$ cat config.mk
export PLATFORM = sky130hd
export DESIGN_NAME = net_irq_status
export DESIGN_NICKNAME = d
export VERILOG_FILES = /design/src/rtl/net_irq_status.sv
export SDC_FILE = /design/constraint.sdc
export NUM_CORES = 1
export LEC_CHECK = 0
export BUFFER_PORTS_ARGS = -buffer_cell sky130_fd_sc_hd__buf_2
export CAP_MARGIN = 20
export CORE_MARGIN = 2
export CORE_UTILIZATION = 58
export CTS_CLUSTER_SIZE = 25
export DETAILED_ROUTE_END_ITERATION = 8
export GPL_ROUTABILITY_DRIVEN = 0
export GPL_TIMING_DRIVEN = 0
export PLACE_DENSITY = 0.88
export SYNTH_ARGS = -nofsm -noshare
export SYNTH_HDL_FRONTEND = slang
export SYNTH_SLANG_ARGS = --single-unit
$ cat constraint.sdc
create_clock -name clk -period 4.8 [get_ports clk]
set_clock_uncertainty 0.05 [all_clocks]
set_input_delay 0.48 -clock clk [delete_from_list [all_inputs] [get_ports clk]]
set_output_delay 0.48 -clock clk [all_outputs]
set_load 0.02 [all_outputs]
$ cat src/rtl/net_irq_status.sv
module net_irq_status #(
  parameter int PNW    = 6,
  parameter int QDEPTH = 4
) (
  input  logic           clk,
  input  logic           rst_n,
  input  logic           rx_nomem,
  input  logic           rx_toolong,
  input  logic           rx_discard,
  input  logic           alloc_req,
  input  logic           alloc_ok,
  input  logic           tx_drained,
  input  logic           tx_ok,
  input  logic [4:0]     tx_fatal,
  input  logic [PNW-1:0] tx_pnum,
  input  logic           rx_push,
  input  logic [PNW-1:0] rx_pnum,
  input  logic           rx_pop,
  input  logic           ack_we,
  input  logic           mask_we,
  input  logic [7:0]     wdata,
  output logic [7:0]     status,
  output logic [7:0]     mask,
  output logic           irq,
  output logic           alloc_fail,
  output logic [PNW-1:0] tx_head,
  output logic [PNW-1:0] rx_head
);
  localparam int PW = (QDEPTH > 1) ? $clog2(QDEPTH) : 1;
  localparam int CW = PW + 1;
  localparam logic [CW-1:0] FULL = CW'(QDEPTH);

  logic           ovr_q, txe_q, alc_q, irq_q;
  logic [7:0]     mask_q;
  logic [PNW-1:0] txq [QDEPTH];
  logic [PNW-1:0] rxq [QDEPTH];
  logic [PW-1:0]  txw, txr, rxw, rxr;
  logic [CW-1:0]  txc, rxc;

  wire ovr_evt = rx_nomem | rx_toolong | rx_discard;
  wire tx_push = (tx_ok | (|tx_fatal)) & (txc != FULL);
  wire tx_pop  = ack_we & wdata[1] & (txc != '0);
  wire rx_in   = rx_push & (rxc != FULL);
  wire rx_out  = rx_pop & (rxc != '0);

  assign status     = {3'b000, ovr_q, alc_q, txe_q, txc != '0, rxc != '0};
  assign mask       = mask_q;
  assign irq        = irq_q;
  assign alloc_fail = ~alc_q;
  assign tx_head    = txq[txr];
  assign rx_head    = rxq[rxr];

  always_ff @(posedge clk) begin
    if (!rst_n) begin
      ovr_q  <= 1'b0;
      txe_q  <= 1'b0;
      alc_q  <= 1'b0;
      irq_q  <= 1'b0;
      mask_q <= '0;
    end else begin
      if (ovr_evt)                   ovr_q <= 1'b1;
      else if (ack_we && wdata[4])   ovr_q <= 1'b0;
      if (tx_drained)                txe_q <= 1'b1;
      else if (ack_we && wdata[2])   txe_q <= 1'b0;
      if (alloc_req)                 alc_q <= alloc_ok;
      if (mask_we)                   mask_q <= wdata;
      irq_q <= |(status & mask_q);
    end
  end

  always_ff @(posedge clk) begin
    if (!rst_n) begin
      txw <= '0; txr <= '0; txc <= '0;
      rxw <= '0; rxr <= '0; rxc <= '0;
    end else begin
      if (tx_push) begin
        txq[txw] <= tx_pnum;
        txw <= PW'((32'(txw) + 1) % QDEPTH);
      end
      if (tx_pop) txr <= PW'((32'(txr) + 1) % QDEPTH);
      txc <= txc + CW'(tx_push) - CW'(tx_pop);
      if (rx_in) begin
        rxq[rxw] <= rx_pnum;
        rxw <= PW'((32'(rxw) + 1) % QDEPTH);
      end
      if (rx_out) rxr <= PW'((32'(rxr) + 1) % QDEPTH);
      rxc <= rxc + CW'(rx_in) - CW'(rx_out);
    end
  end


  ovr_hold_chk: assert property (@(posedge clk) disable iff (!rst_n)
    (status[4] && !(ack_we && wdata[4])) |=> status[4]);

  alloc_take_chk: assert property (@(posedge clk) disable iff (!rst_n)
    alloc_req |=> (status[3] == $past(alloc_ok)) && (alloc_fail != status[3]));

  txq_bound_chk: assert property (@(posedge clk) disable iff (!rst_n)
    txc <= FULL);

  tx_pop_chk: assert property (@(posedge clk) disable iff (!rst_n)
    (ack_we && wdata[1] && txc == 1 && !tx_ok && tx_fatal == '0) |=> !status[1]);

  irq_quiet_chk: assert property (@(posedge clk) disable iff (!rst_n)
    (status == '0) |=> !irq);

  ovr_win_chk: assert property (@(posedge clk) disable iff (!rst_n)
    ovr_evt |=> status[4]);
endmodule

* Word-level counts from Yosys, hierarchy flattened
Memory sizes are Yosys's and may differ from the RTL's. A register that Yosys moved wholly into a read port is not among the register bits. Index checks and enable logic that the tools add are counted.
Storage, ports and cells: flip-flop bits (word level) 26, latch bits 0, RAM bits 48, ROM bits 0, input port bits 38, output and inout bits 30, logic and storage cells 55, memories 2
Cells by class: add/sub/neg operators 8, multiply operators 0, div/mod/pow operators 0, magnitude comparators 0, equal/unequal tests 2, shifts and indexed selects 0, mux-type cells 14, bitwise logic cells 10, reductions and logical operators 8
Memory list:
- rxq | words 4, bits a word 6, read ports 1, clocked after Yosys merged registers in 1, write ports 1, line 36 | logic [PNW-1:0] rxq [QDEPTH];
- txq | words 4, bits a word 6, read ports 1, clocked after Yosys merged registers in 1, write ports 1, line 35 | logic [PNW-1:0] txq [QDEPTH];
Operators by type and width (count):
- 2-to-1 mux 1 bit | 10
- adder 2 x 1 -> 2 bit (second input constant) | 4
- AND 5 x 8 -> 8 bit | 1
- 2-to-1 mux 2 bit | 4
- OR reduction 8 bit | 1
- adder 3 x 1 -> 3 bit | 2
- != test 3 bit (second input constant) | 2
- nonzero test 3 bit | 2
- subtractor 3 x 1 -> 3 bit | 2
- AND 1 bit | 5
- OR reduction 5 bit | 1
- nonzero test 2 bit | 2
- bitwise OR 1 bit | 3
- logical AND 1 bit | 2
- inverter 1 bit | 1

* Logic depth before layout (Yosys ltp)
Gate-level depths: netlist of run 1.
depth after elaboration 6, depth in mapped cells 10, gate-level depth less buffers 10

* Least setup slack after synthesis of run 1
Ideal clock, no wire load.
path kind input to register, start input tx_fatal[0], end register txc[2], arrival time 2209 ps, setup slack 2427 ps, stages on the path 10, buffers on the path 0, cells stage by stage nor4_1 a22oi_1 inv_1 ha_1 inv_1 ha_1 fa_1 xnor2_1 xnor2_1 and2_1
Between the ends: cells in the longest elaborated chain, start to end 5
RTL lines:
- start, declared | line 14 | input logic [4:0] tx_fatal,
- OR reduction 5 bit | line 41 | wire tx_push = (tx_ok | (|tx_fatal)) & (txc != FULL);
- bitwise OR 1 bit | line 41
- AND 1 bit | line 41
- adder 3 x 1 -> 3 bit | line 81 | txc <= txc + CW'(tx_push) - CW'(tx_pop);
- subtractor 3 x 1 -> 3 bit | line 81
- end signal, assigned | line 81
- end, declared | line 38 | logic [CW-1:0] txc, rxc;
No other way between the ends. A chain may end at the register's enable or synchronous reset.

* Final worst setup path of run 1
start register txc[1], end register txc[2]
Between the ends: cells in the longest elaborated chain, start to end 4, elaborated cells between the ends (all ways) 6, those cells by class 2 x add/sub; 1 x eq/ne; 2 x bitwise; 1 x reduce/logical
RTL lines (line):
- != test 3 bit | 41
- AND 1 bit | 41
- adder 3 x 1 -> 3 bit | 81
- subtractor 3 x 1 -> 3 bit * | 81
Mark *: on every way between the ends. The rest lies on a longest branch, timed or not.

==> results by group, run 1 <==
Placement
  – Placed cell areas: 3566 µm²
  – Input/output buffers: 63
  – Placed insts: 347
  – Worst slack, placed: 2.107 ns
  – Final HPWL DP: 4140 µm

Clocking
  – CTS resizes: 0
  – Clk Latency, worst-skew pair: 0.33 ns
  – Post-CTS setup buffer count: 0
  – H-tree Lvls: 3
  – CTS tree: built
  – Clk buf depth: 2
  – CTS Buf Count: 9
  – Sink Count: 78
  – Clock-pin transition on the worst setup and hold timing paths: 0.07 ns
  – Root Driver: clkbuf_8
  – # hold bufs at CTS: 0

Yosys
  – #FFs+latches synth: 78
  – Syn_area_per_cell: between 10 and 15 µm²
  – Unique masters post-synth: 35
  – Ys Warns: 0
  – Syn Std Cell Area: 3156 µm²
  – Post-synthesis sequential area ratio: 64.71%
  – Cells after synthesis: ~210

Power and ir drop
  – Logic pwr share: 26.0%
  – Power Dens Cells: 494.0 nW/µm²
  – Net Sw Power: 543.1 µW
  – Sw frac: approximately 29%
  – Seq pwr share: 46.7%
  – Leak Pwr: 1.573 nW
  – Clk pwr share: 27.3%
  – Max IR drop VDD: 0.0002891 V
  – Int Pwr: 1.323 mW

Run
  – Max Cap Viol: 0

Timing
  – RSZ-0062 raised after global routing: false
  – Slew margin rel.: about three fifths
  – Slew Viols, Final: 0
  – Final worst-path cycle share: around 52%
  – Fin Setup TNS: 0 ns
  – Maximum clock rate: about 400 MHz
  – Fin worst setup slack: roughly 2.3 ns
  – Final setup viols: 0
  – Final Hold Vio Count: 0
  – Tmin final: 2.475 ns
  – Worst-margin pin slew: 0.5822 ns

Detailed routing
  – Post-Route WL: 5664 µm
  – Antenna-violating nets left: 0
  – Wire per inst: 15.60 µm
  – Remaining DRCs: 0
  – First-pass iteration count of the detailed router: 4
  – Vias: 1920
  – Starting DRC count in detailed routing: 85
  – Via density: 5.289

Setup path
  – Nature of the critical path startpoint: flop
  – WP data required: 4.98 ns
  – Max stage delay cell, worst path: a22oi_1
  – Crit Path Class: flop to flop
  – CP startpoint: txc[1]
  – Largest fanout on the critical path: 7
  – Top delay family on crit path: adder cells
  – Critical path buffers and inverters: 2
  – CP arrival: 2.66 ns
  – CP Cell Sequence: nor2_1 > a22oi_1 > inv_1 > ha_1 > inv_1 > ha_1 > fa_1 > xnor2_1 > xnor2_1 > and2_1
  – Critical Path Max Stage Delay: 0.49 ns
  – CP Capture Type: flop
  – Reg-to-Reg Start: txc[1]
  – Reg2reg setup slack: 2.33 ns

Global routing
  – Antenna violations before repair: 0
  – Total Routing Usage GR: 20.26%
  – Largest net degree at the start of global routing: 14
  – Number of global-route vias before repair: ~2000
  – Grt ovf: 0
  – First-pass GRT wire length: 9135 µm

Die
  – Num ports: 68
  – Die W: 77.76 µm
  – Row count: 26
  – Die height: 77.76 µm
  – Area of the die: 6047 µm²
  – Starting Density: 61.01%
  – Area of the core: roughly 5200 µm²

Final layout
  – Layout Nets: 340
  – Synth-to-Final Area Change: 19.75%
  – Design Area, Final: 3779 µm²
  – Finished Layout Cells: 363
  – Share of cells above drive strength 1: between 30 and 40%
  – Ant. Diodes: 0

Status
  – Status: completed

Worst hold path
  – Worst min-delay path startpoint: tx_drained
  – Hold WC Path Type: primary input to flop
power groups by stage:
stage / combinational [mW] / sequential [mW] / clock, mW
2_1_floorplan: 0.361 / 0.872 / 0
3_3_place_gp: 0.471 / 0.876 / 0
3_5_place_dp: 0.491 / 0.885 / 0
4_1_cts: 0.493 / 0.872 / 0.520
5_1_grt: 0.542 / 0.882 / 0.547
6_report: 0.485 / 0.872 / 0.510
cells in the final DEF, fill, tap and decap left out, types with 3 or more instances in the layout:
cell type / synthesis / layout
and2_1: 6 / 6
dfxtp_1: 30 / 30
buf_4: 6 / 6
edfxtp_1: 48 / 48
ha_1: 12 / 12
and3_1: 8 / 8
clkbuf_1: 3 / 3
mux2i_1: 12 / 12
buf_2: 3 / 66
xnor2_1: 6 / 6
inv_1: 13 / 13
conb_1: 1 / 3
nand2_1: 10 / 10
mux4_2: 12 / 12
clkbuf_8: 0 / 9
nor2_1: 18 / 18
per-layer routing:
| metal | GRT usage (%) | part of all wire [%] | vias up |
|---|---|---|---|
| met5 | 0 | 0 | - |
| met4 | 9.107 | 1.7 | 0 |
| met3 | 4.767 | 5.5 | 10 |
| met2 | 36.12 | 52 | 67 |
| met1 | 22.98 | 41 | 934 |
| li1 | - | - | 909 |
cell usage after synthesis:
library cell	instances	share of area, %
nand2b_1	1	0.20
a222oi_1	1	0.32
or3_1	1	0.20
o311a_1	1	0.32
nand2_1	10	1.2
ha_1	12	4.8
o31a_2	1	0.32
or3b_4	1	0.36
edfxtp_1	48	46
a21o_1	2	0.48
o311ai_0	1	0.28
clkinv_1	1	0.12
inv_1	13	1.5
conb_1	1	0.12
nor2_1	18	2.1
a21oi_1	2	0.32
dfxtp_1	30	19
mux2i_1	12	3.8
nand3_1	2	0.32
mux4_2	12	8.6
a22oi_1	1	0.24
or3_2	1	0.24
xor2_1	1	0.28
nor4_1	1	0.20
clkbuf_1	3	0.36
a21oi_2	1	0.28
fa_1	2	1.3
buf_2	3	0.48
and2_1	6	1.2
and3_1	8	1.6
buf_4	6	1.4
a31oi_1	1	0.20
and2_4	1	0.28
a2111oi_0	1	0.28
xnor2_1	6	1.7
worst min-delay path, cell delays in order:
cell	delay, ns
buf_2	0.07
a21oi_1	0.03
nor2_1	0.07
kinds of logic after synthesis:
family	count (synthesis)	share of synthesized area [%]
xor+xnor	7	1.943
flops	78	64.71
simple gates	50	7.891
buf+inv	26	3.925
fa+ha+maj	14	6.027
compound gates	12	3.014
mux	24	12.37
other cells	1	0.1188
area by class of cell:
cell class / instances / area (µm²)
sequential: 78 / 2042
buffer: 12 / 71.32
tap: 70 / 87.58
clock inverter: 7 / 88.84
timing repair buffer: 63 / 315.3
clock buffer: 9 / 123.9
fill: 350 / 1394
inverter: 14 / 52.55
multi-input combinational: 110 / 997.2
registers in the layout (all words and copies together), names as in the netlist, named ones only:
name,count
rxr,2
txr,2
rxw,2
txw,2
rxc,3
ovr_q,1
alc_q,1
mask,8
irq,1
txc,3
rxq,24
txe_q,1
txq,24
metrics by stage:
| stage | utilization [%] | total power, mW | hold slack (ns) |
|---|---|---|---|
| 2_1_floorplan | - | 1.233 | 0.3989 |
| 3_3_place_gp | 68.94 | 1.348 | 0.4187 |
| 3_5_place_dp | 68.94 | 1.377 | 0.4369 |
| 4_1_cts | 73.05 | 1.884 | 0.2953 |
| 5_1_grt | 73.05 | 1.971 | 0.3035 |
| 6_report | 73.05 | 1.866 | 0.3100 |
path summary, 6_finish.rpt:
kind	endpoint	cells after the start
max	txc[2]	10
max reg2reg	txc[2]	10
min reg2reg	irq	2
min	txe_q	3
(Power assumes the default switching activity.)
==> run 2, diff against run 1 <==
--- a/config.mk
+++ b/config.mk
@@ -8,12 +8,12 @@
 export BUFFER_PORTS_ARGS = -buffer_cell sky130_fd_sc_hd__buf_2
 export CAP_MARGIN = 20
 export CORE_MARGIN = 2
-export CORE_UTILIZATION = 58
+export CORE_UTILIZATION = 54
 export CTS_CLUSTER_SIZE = 25
 export DETAILED_ROUTE_END_ITERATION = 8
 export GPL_ROUTABILITY_DRIVEN = 0
 export GPL_TIMING_DRIVEN = 0
-export PLACE_DENSITY = 0.88
+export PLACE_DENSITY = 0.83
 export SYNTH_ARGS = -nofsm -noshare
 export SYNTH_HDL_FRONTEND = slang
 export SYNTH_SLANG_ARGS = --single-unit
==> constraint.sdc (replaced) <==
create_clock -name clk -period 2.5 [get_ports clk]
set_clock_uncertainty 0.05 [all_clocks]
set_input_delay 0.25 -clock clk [delete_from_list [all_inputs] [get_ports clk]]
set_output_delay 0.25 -clock clk [all_outputs]
set_load 0.02 [all_outputs]
==> run 2 against run 1 <==
Total power up 84%. Core utilization shrank 5.7 points. Combinational power is 91% higher. Largest power group unchanged. Wire length shrank 5.2%. Die area rose by 7.0%. Fmax rose by 5.3%. Final area fell by 0.60%. First-iteration DRC count fell by 49%. Non-clock buffer count unchanged. Sequential power up 92%.
==> results by group, run 2 (synthesized netlist as in run 1, its figures left out) <==
Placement
  – Placed insts: 349 (+0.58%)
  – Input/output buffers: 63 (unchanged)
  – Placed cell areas: 3568 µm² (about the same)
  – Final HPWL DP: 3909 µm (-5.6%)

Run
  – Max Cap Viol: 0 (unchanged)

Die
  – Num ports: 68 (unchanged)
  – Die W: 80.45 µm (+3.5%)
  – Starting Density: 56.61% (-4.4 points)
  – Area of the die: 6471 µm² (+7.0%)
  – Die height: 80.45 µm (+3.5%)
  – Row count: 27 (+3.8%)
  – Area of the core: 5574 µm² (+7.8%)

Global routing
  – Number of global-route vias before repair: 1977 (+0.051%)
  – Antenna violations before repair: 0 (unchanged)
  – Largest net degree at the start of global routing: 16 (+2)
  – Grt ovf: 0 (unchanged)
  – First-pass GRT wire length: 8804 µm (-3.6%)
  – Total Routing Usage GR: 18.80% (-1.5 points)

Timing
  – RSZ-0062 raised after global routing: false
  – Final setup viols: 0 (unchanged)
  – Tmin final: 2.351 ns (-0.1242 ns)
  – Fin Setup TNS: 0 ns (unchanged)
  – Maximum clock rate: 425.4 MHz (+5.3%)
  – Final worst-path cycle share: 94.02% (+42 points)
  – Slew Viols, Final: 0 (unchanged)
  – Final Hold Vio Count: 0 (unchanged)

Detailed routing
  – First-pass iteration count of the detailed router: 4 (unchanged)
  – Wire per inst: 14.72 µm (-5.7%)
  – Remaining DRCs: 0 (unchanged)
  – Via density: 5.107 (-3.4%)
  – Antenna-violating nets left: 0 (unchanged)
  – Starting DRC count in detailed routing: 43 (-49%)
  – Vias: 1864 (-2.9%)
  – Post-Route WL: 5371 µm (-5.2%)

Worst hold path
  – Worst min-delay path startpoint: tx_drained
  – Hold WC Path Type: primary input to flop

Clocking
  – # hold bufs at CTS: 0 (unchanged)
  – Sink Count: 78 (unchanged)
  – CTS Buf Count: 9 (unchanged)
  – H-tree Lvls: 3 (unchanged)
  – Clk buf depth: 2 (unchanged)
  – Root Driver: clkbuf_8
  – Clock-pin transition on the worst setup and hold timing paths: 0.08 ns (about the same)
  – Post-CTS setup buffer count: 0 (unchanged)
  – CTS tree: built
  – Clk Latency, worst-skew pair: 0.34 ns (about the same)

Setup path
  – Largest fanout on the critical path: 5 (-2)
  – Reg-to-Reg Start: rxc[2]
  – CP Capture Type: flop
  – CP arrival: 2.55 ns (-0.11 ns)
  – Crit Path Class: flop to flop
  – CP startpoint: rxc[2]
  – Nature of the critical path startpoint: flop
  – WP data required: 2.70 ns (-2.28 ns)

Final layout
  – Finished Layout Cells: 365 (+0.55%)
  – Final Util: 67.38% (-5.7 points)
  – Most frequent cells in the layout: buf_2, edfxtp_1, dfxtp_1, nor2_1, inv_1
  – Share of cells above drive strength 1: 36.18% (+0.68 points)
  – Area taken by multi-input logic gates: 1002 µm² (+0.50%)
  – Number of fill cells: 411 (+17%)
  – Layout Nets: 340 (unchanged)
  – Design Area, Final: 3756 µm² (-0.60%)
  – Seq. cell area: 2042 µm² (unchanged)
  – Commonest non-fill, non-tap cell in the layout: buf_2
  – Synth-to-Final Area Change: 19.03%
  – Ant. Diodes: 0 (unchanged)

Status
  – Status: completed

Power and ir drop
  – Leak Pwr: 1.558 nW (-1.0%)
  – Max IR drop VDD: 0.0005228 V (+81%)
  – Power Dens Cells: 913.4 nW/µm² (+85%)
-- run 2: worst max-delay path, stage by stage, from the launching register on --
cell and delay [ns]:
dfxtp_1 0.41, or3b_4 0.43, and2_4 0.19, inv_1 0.05, ha_1 0.12, inv_1 0.04
ha_1 0.18, fa_1 0.37, xnor2_1 0.14, xnor2_1 0.12, and2_1 0.14
-- run 2: final timing paths --
kind | end | slack [ns] | cells after the start
max | rxc[2] | 0.15 | 10
min | txe_q | 0.06 | 3
max reg2reg | rxc[2] | 0.15 | 10
min reg2reg | txr[1] | 0.44 | 2
-- run 2: stage by stage --
step                      total power [mW]  worst slack [ns]  hold slack (ns)
final                                3.431            0.1494          0.05882
after floorplan                      2.367            0.2292           0.2989
after CTS                            3.472            0.1437          0.03900
after detailed placement             2.629           0.01096           0.4138
after global placement               2.591           0.01356           0.4024
after global routing                 3.643          0.007715          0.06147
-- run 2: what timing repair did --
item	in CTS	in global routing
cloned	0	0
pin swaps	0	1
gates resized for setup	1	0
endpoints found under the setup margin	1	1
-- run 2: cell type report --
type / count / share of cell area (%)
Clock buffer: 9 / 3.298
Inverter: 14 / 1.399
Multi-Input combinational cell: 110 / 26.68
Clock inverter: 7 / 1.566
Buffer: 12 / 1.899
Sequential cell: 78 / 54.36
Timing Repair Buffer: 63 / 8.394
Tap cell: 72 / 2.398
-- run 2: report_power, final --
group          switching, mW  internal, mW
logic                  0.497         0.431
registers              0.109          1.56
clock network          0.465         0.371
total                   1.07          2.36
-- run 2: per-layer routing --
layer  GRT usage, %  share of wire (%)  vias to the layer above
li1               -                  -                      911
met1          20.90                 40                      876
met5              0                  0                        -
met2          32.50                 51                       67
met4          9.661                2.0                        0
met3          5.618                7.4                       10
==> run 3, diff against run 2 <==
--- a/config.mk
+++ b/config.mk
@@ -5,6 +5,7 @@
 export SDC_FILE = /design/constraint.sdc
 export NUM_CORES = 1
 export LEC_CHECK = 0
+export ABC_AREA = 1
 export BUFFER_PORTS_ARGS = -buffer_cell sky130_fd_sc_hd__buf_2
 export CAP_MARGIN = 20
 export CORE_MARGIN = 2
==> run 3 against run 2 <==
Largest cell class unchanged. Non-clock buffer count rose by 2. Sequential cell count unchanged. Combinational power is 12% higher. Hold slack better by 0.017 ns. Largest power group unchanged. Clock-buffer cell count up 1. Critical path depth up 1. Synthesized area up 4.6%. Critical path type unchanged.
==> results by group, run 3 <==
Setup path
  – Largest fanout on the critical path: 4 (-1)
  – Reg2Reg Capture Point: rxc[2]
  – CP arrival: 2.10 ns (-0.45 ns)
  – Nature of the critical path startpoint: flop
  – Reg2Reg Depth: 11 (+1)
  – Max stage delay cell, worst path: fa_1
  – CP Cell Sequence: nor2_1 > nand2_2 > nand2_2 > inv_2 > ha_1 > inv_1 > ha_1 > fa_1 > inv_1 > and2_1 > nor2_1
  – WP data required: 2.68 ns (-0.02 ns)
  – Crit Path Class: flop to flop
  – Reg2reg setup slack: 0.58 ns (+0.43 ns)
  – Critical Path Max Stage Delay: 0.35 ns (-0.08 ns)
  – CP startpoint: rxc[1]
  – Reg-to-Reg Start: rxc[1]
  – CP Capture Type: flop

Clocking
  – Clk buf depth: 2 (unchanged)
  – Post-CTS setup buffer count: 0 (unchanged)
  – CTS Buf Count: 9 (unchanged)
  – H-tree Lvls: 3 (unchanged)
  – CTS tree: built
  – Clock-pin transition on the worst setup and hold timing paths: 0.08 ns (about the same)
  – Root Driver: clkbuf_8
  – Sink Count: 78 (unchanged)
  – Clk Latency, worst-skew pair: 0.33 ns (about the same)
  – CTS resizes: 0 (-1)
  – # hold bufs at CTS: 0 (unchanged)

Global routing
  – Grt ovf: 0 (unchanged)
  – Largest net degree at the start of global routing: 15 (-1)
  – Number of global-route vias before repair: 2165 (+9.5%)
  – Total Routing Usage GR: 18.10% (-0.71 points)
  – First-pass GRT wire length: 9204 µm (+4.5%)
  – Antenna violations before repair: 0 (unchanged)

Die
  – Area of the core: 5921 µm² (+6.2%)
  – Num ports: 68 (unchanged)
  – Area of the die: 6754 µm² (+4.4%)
  – Die height: 82.18 µm (+2.2%)
  – Row count: 28 (+3.7%)
  – Starting Density: 55.75% (-0.86 points)
  – Die W: 82.18 µm (+2.2%)

Power and ir drop
  – Net Sw Power: 1.240 mW (+16%)
  – Seq pwr share: 46.0% (-2.6 points)
  – Max IR drop VDD: 0.0003928 V (-25%)
  – Clk pwr share: 25.3% (+0.9 points)
  – Power Dens Cells: 928.0 nW/µm² (+1.6%)
  – Total power: 3.638 mW (+6.0%)
  – Logic pwr share: 28.7% (+1.6 points)
  – Sw frac: 34.09% (+2.9 points)
  – Leak Pwr: 1.734 nW (+11%)
  – Int Pwr: 2.398 mW (+1.6%)

Timing
  – Final setup viols: 0 (unchanged)
  – Fin worst setup slack: 0.5785 ns (+0.4291 ns)
  – Maximum clock rate: 520.4 MHz (+22%)
  – Worst-margin pin slew: approximately 0.6 ns
  – Final worst-path cycle share: 76.86% (-17 points)
  – RSZ-0062 raised after global routing: false
  – Tmin final: 1.922 ns (-0.4291 ns)
  – Slew Viols, Final: 0 (unchanged)
  – Fin Setup TNS: 0 ns (unchanged)
  – Slew margin rel.: 60.73%
  – Final Hold Vio Count: 0 (unchanged)

Detailed routing
  – Wire per inst: 12.15 µm (-17%)
  – Antenna-violating nets left: 0 (unchanged)
  – Remaining DRCs: 0 (unchanged)
  – First-pass iteration count of the detailed router: 4 (unchanged)
  – Vias: 2361 (+27%)
  – Post-Route WL: 5830 µm (+8.5%)
  – Via density: 4.919 (-3.7%)
  – Starting DRC count in detailed routing: 99 (+130%)

Yosys
  – Unique masters post-synth: 23 (-34%)
  – Ys Warns: 0 (unchanged)
  – Count leader, synth: nor2_1
  – Top FF cell, synth: edfxtp_1
  – Largest area contributor in the synthesized netlist: edfxtp_1
  – Top cell type's share of synthesized area: 43.67% (-2.0 points)
  – Syn_area_per_cell: 10.22 µm² (-31%)
  – Cells after synthesis: 323 (+52%)
  – Post-synth top cells: nor2_1, edfxtp_1, inv_1, dfxtp_1, o21ai_0
  – Post-synthesis sequential area ratio: 61.87% (-2.8 points)
  – Ys async rst share: 0% (unchanged)
  – Post-synth EDFFs: 48 (unchanged)
  – #FFs+latches synth: 78 (unchanged)
  – Synth top area cells: edfxtp_1, dfxtp_1, nor2_1, ha_1, inv_1
  – Syn Std Cell Area: 3301 µm² (+4.6%)

Placement
  – Worst slack, placed: 0.5870 ns (+0.5760 ns)
  – Final HPWL DP: 4133 µm (+5.7%)
  – Input/output buffers: 64 (+1.6%)
  – Placed cell areas: 3722 µm² (+4.3%)

Worst hold path
  – Hold WC Path Type: primary input to flop
  – End point of the worst hold path: rxq[0][3]
  – Worst min-delay path startpoint: rx_pnum[3]
  – Hold path cells: 1 (-2)

Status
  – Status: completed

Final layout
  – Design Area, Final: 3920 µm² (+4.4%)
  – Synth-to-Final Area Change: 18.76%
  – Share of cells above drive strength 1: 26.91% (-9.3 points)
  – Ant. Diodes: 0 (unchanged)
  – Commonest non-fill, non-tap cell in the layout: buf_2
  – Most frequent cells in the layout: buf_2, nor2_1, edfxtp_1, inv_1, dfxtp_1
  – Layout Nets: 452 (+33%)

Run
  – Max Cap Viol: 0 (unchanged)
[run 3: cell count changes after synthesis, moves of 8 or more]
| cell | before | now |
|---|---|---|
| o21ai_0 | 0 | 28 |
| a21oi_1 | 2 | 11 |
| nor2_1 | 18 | 59 |
| and3_1 | 8 | 0 |
| o21ai_1 | 0 | 10 |
| inv_1 | 13 | 40 |
| o22ai_1 | 0 | 12 |
| nand2_1 | 10 | 26 |
| mux2i_1 | 12 | 0 |
| mux4_2 | 12 | 0 |
[run 3: power by group through the flow]
| stage | sequential (mW) | clock, mW | combinational [mW] |
|---|---|---|---|
| after floorplan | 1.69 | 0 | 0.759 |
| after global placement | 1.69 | 0 | 1.02 |
| after detailed placement | 1.70 | 0 | 1.05 |
| after CTS | 1.67 | 0.941 | 1.05 |
| after global routing | 1.69 | 0.984 | 1.18 |
| final | 1.67 | 0.922 | 1.04 |
[run 3: per-stage QoR]
stage,hold WS (ns),utilization [%],cells
6_report,0.07608,66.21,480
4_1_cts,0.05649,66.21,480
3_3_place_gp,0.4128,62.87,464
2_1_floorplan,0.2989,-,325
5_1_grt,0.06054,66.21,480
3_5_place_dp,0.4172,62.87,464
[run 3: worst max-delay path by stage]
stage	endpoint	slack [ns]	depth (start not counted)
after global routing	rxc[2]	0.47	11
after floorplan	rxc[2]	0.61	11
after CTS	txc[2]	0.57	11
after detailed placement	rxc[2]	0.59	11
final	rxc[2]	0.58	11
after global placement	rxc[2]	0.62	11
[run 3: layout make-up]
class	count	area (µm²)
well taps	75	93.84
clock buffers	10	127.6
plain buffers	13	85.08
repair buffers	64	320.3
multi-input cells	187	1005
flip-flops and latches	78	2042
inverters	47	176.4
clock inverters	6	70.07
fillers	469	2001
[run 3: cell families after synthesis]
logic type      Yosys count  share of synthesized area (%)
simple gates            107                          14.10
flops                    78                          61.87
compound gates           61                          9.704
buf+inv                  60                          7.923
fa+ha+maj                14                          5.762
xor+xnor                  2                         0.5308
other cells               1                         0.1136
[run 3: critical path, delay by kind of cell, from the launching register on]
family                     cells  cell delay, ns
buffers and inverters          3            0.16
DFF                            1            0.34
and+or+nand+nor                5            0.48
adders and majority gates      3            0.79
[run 3: layer usage]
layer	up-vias	global-route usage (%)	wire length, µm
met5	-	0	0
met4	0	8.333	75
met3	7	3.804	366
met2	75	31.61	2815
met1	1067	21.28	2572
li1	1212	-	-
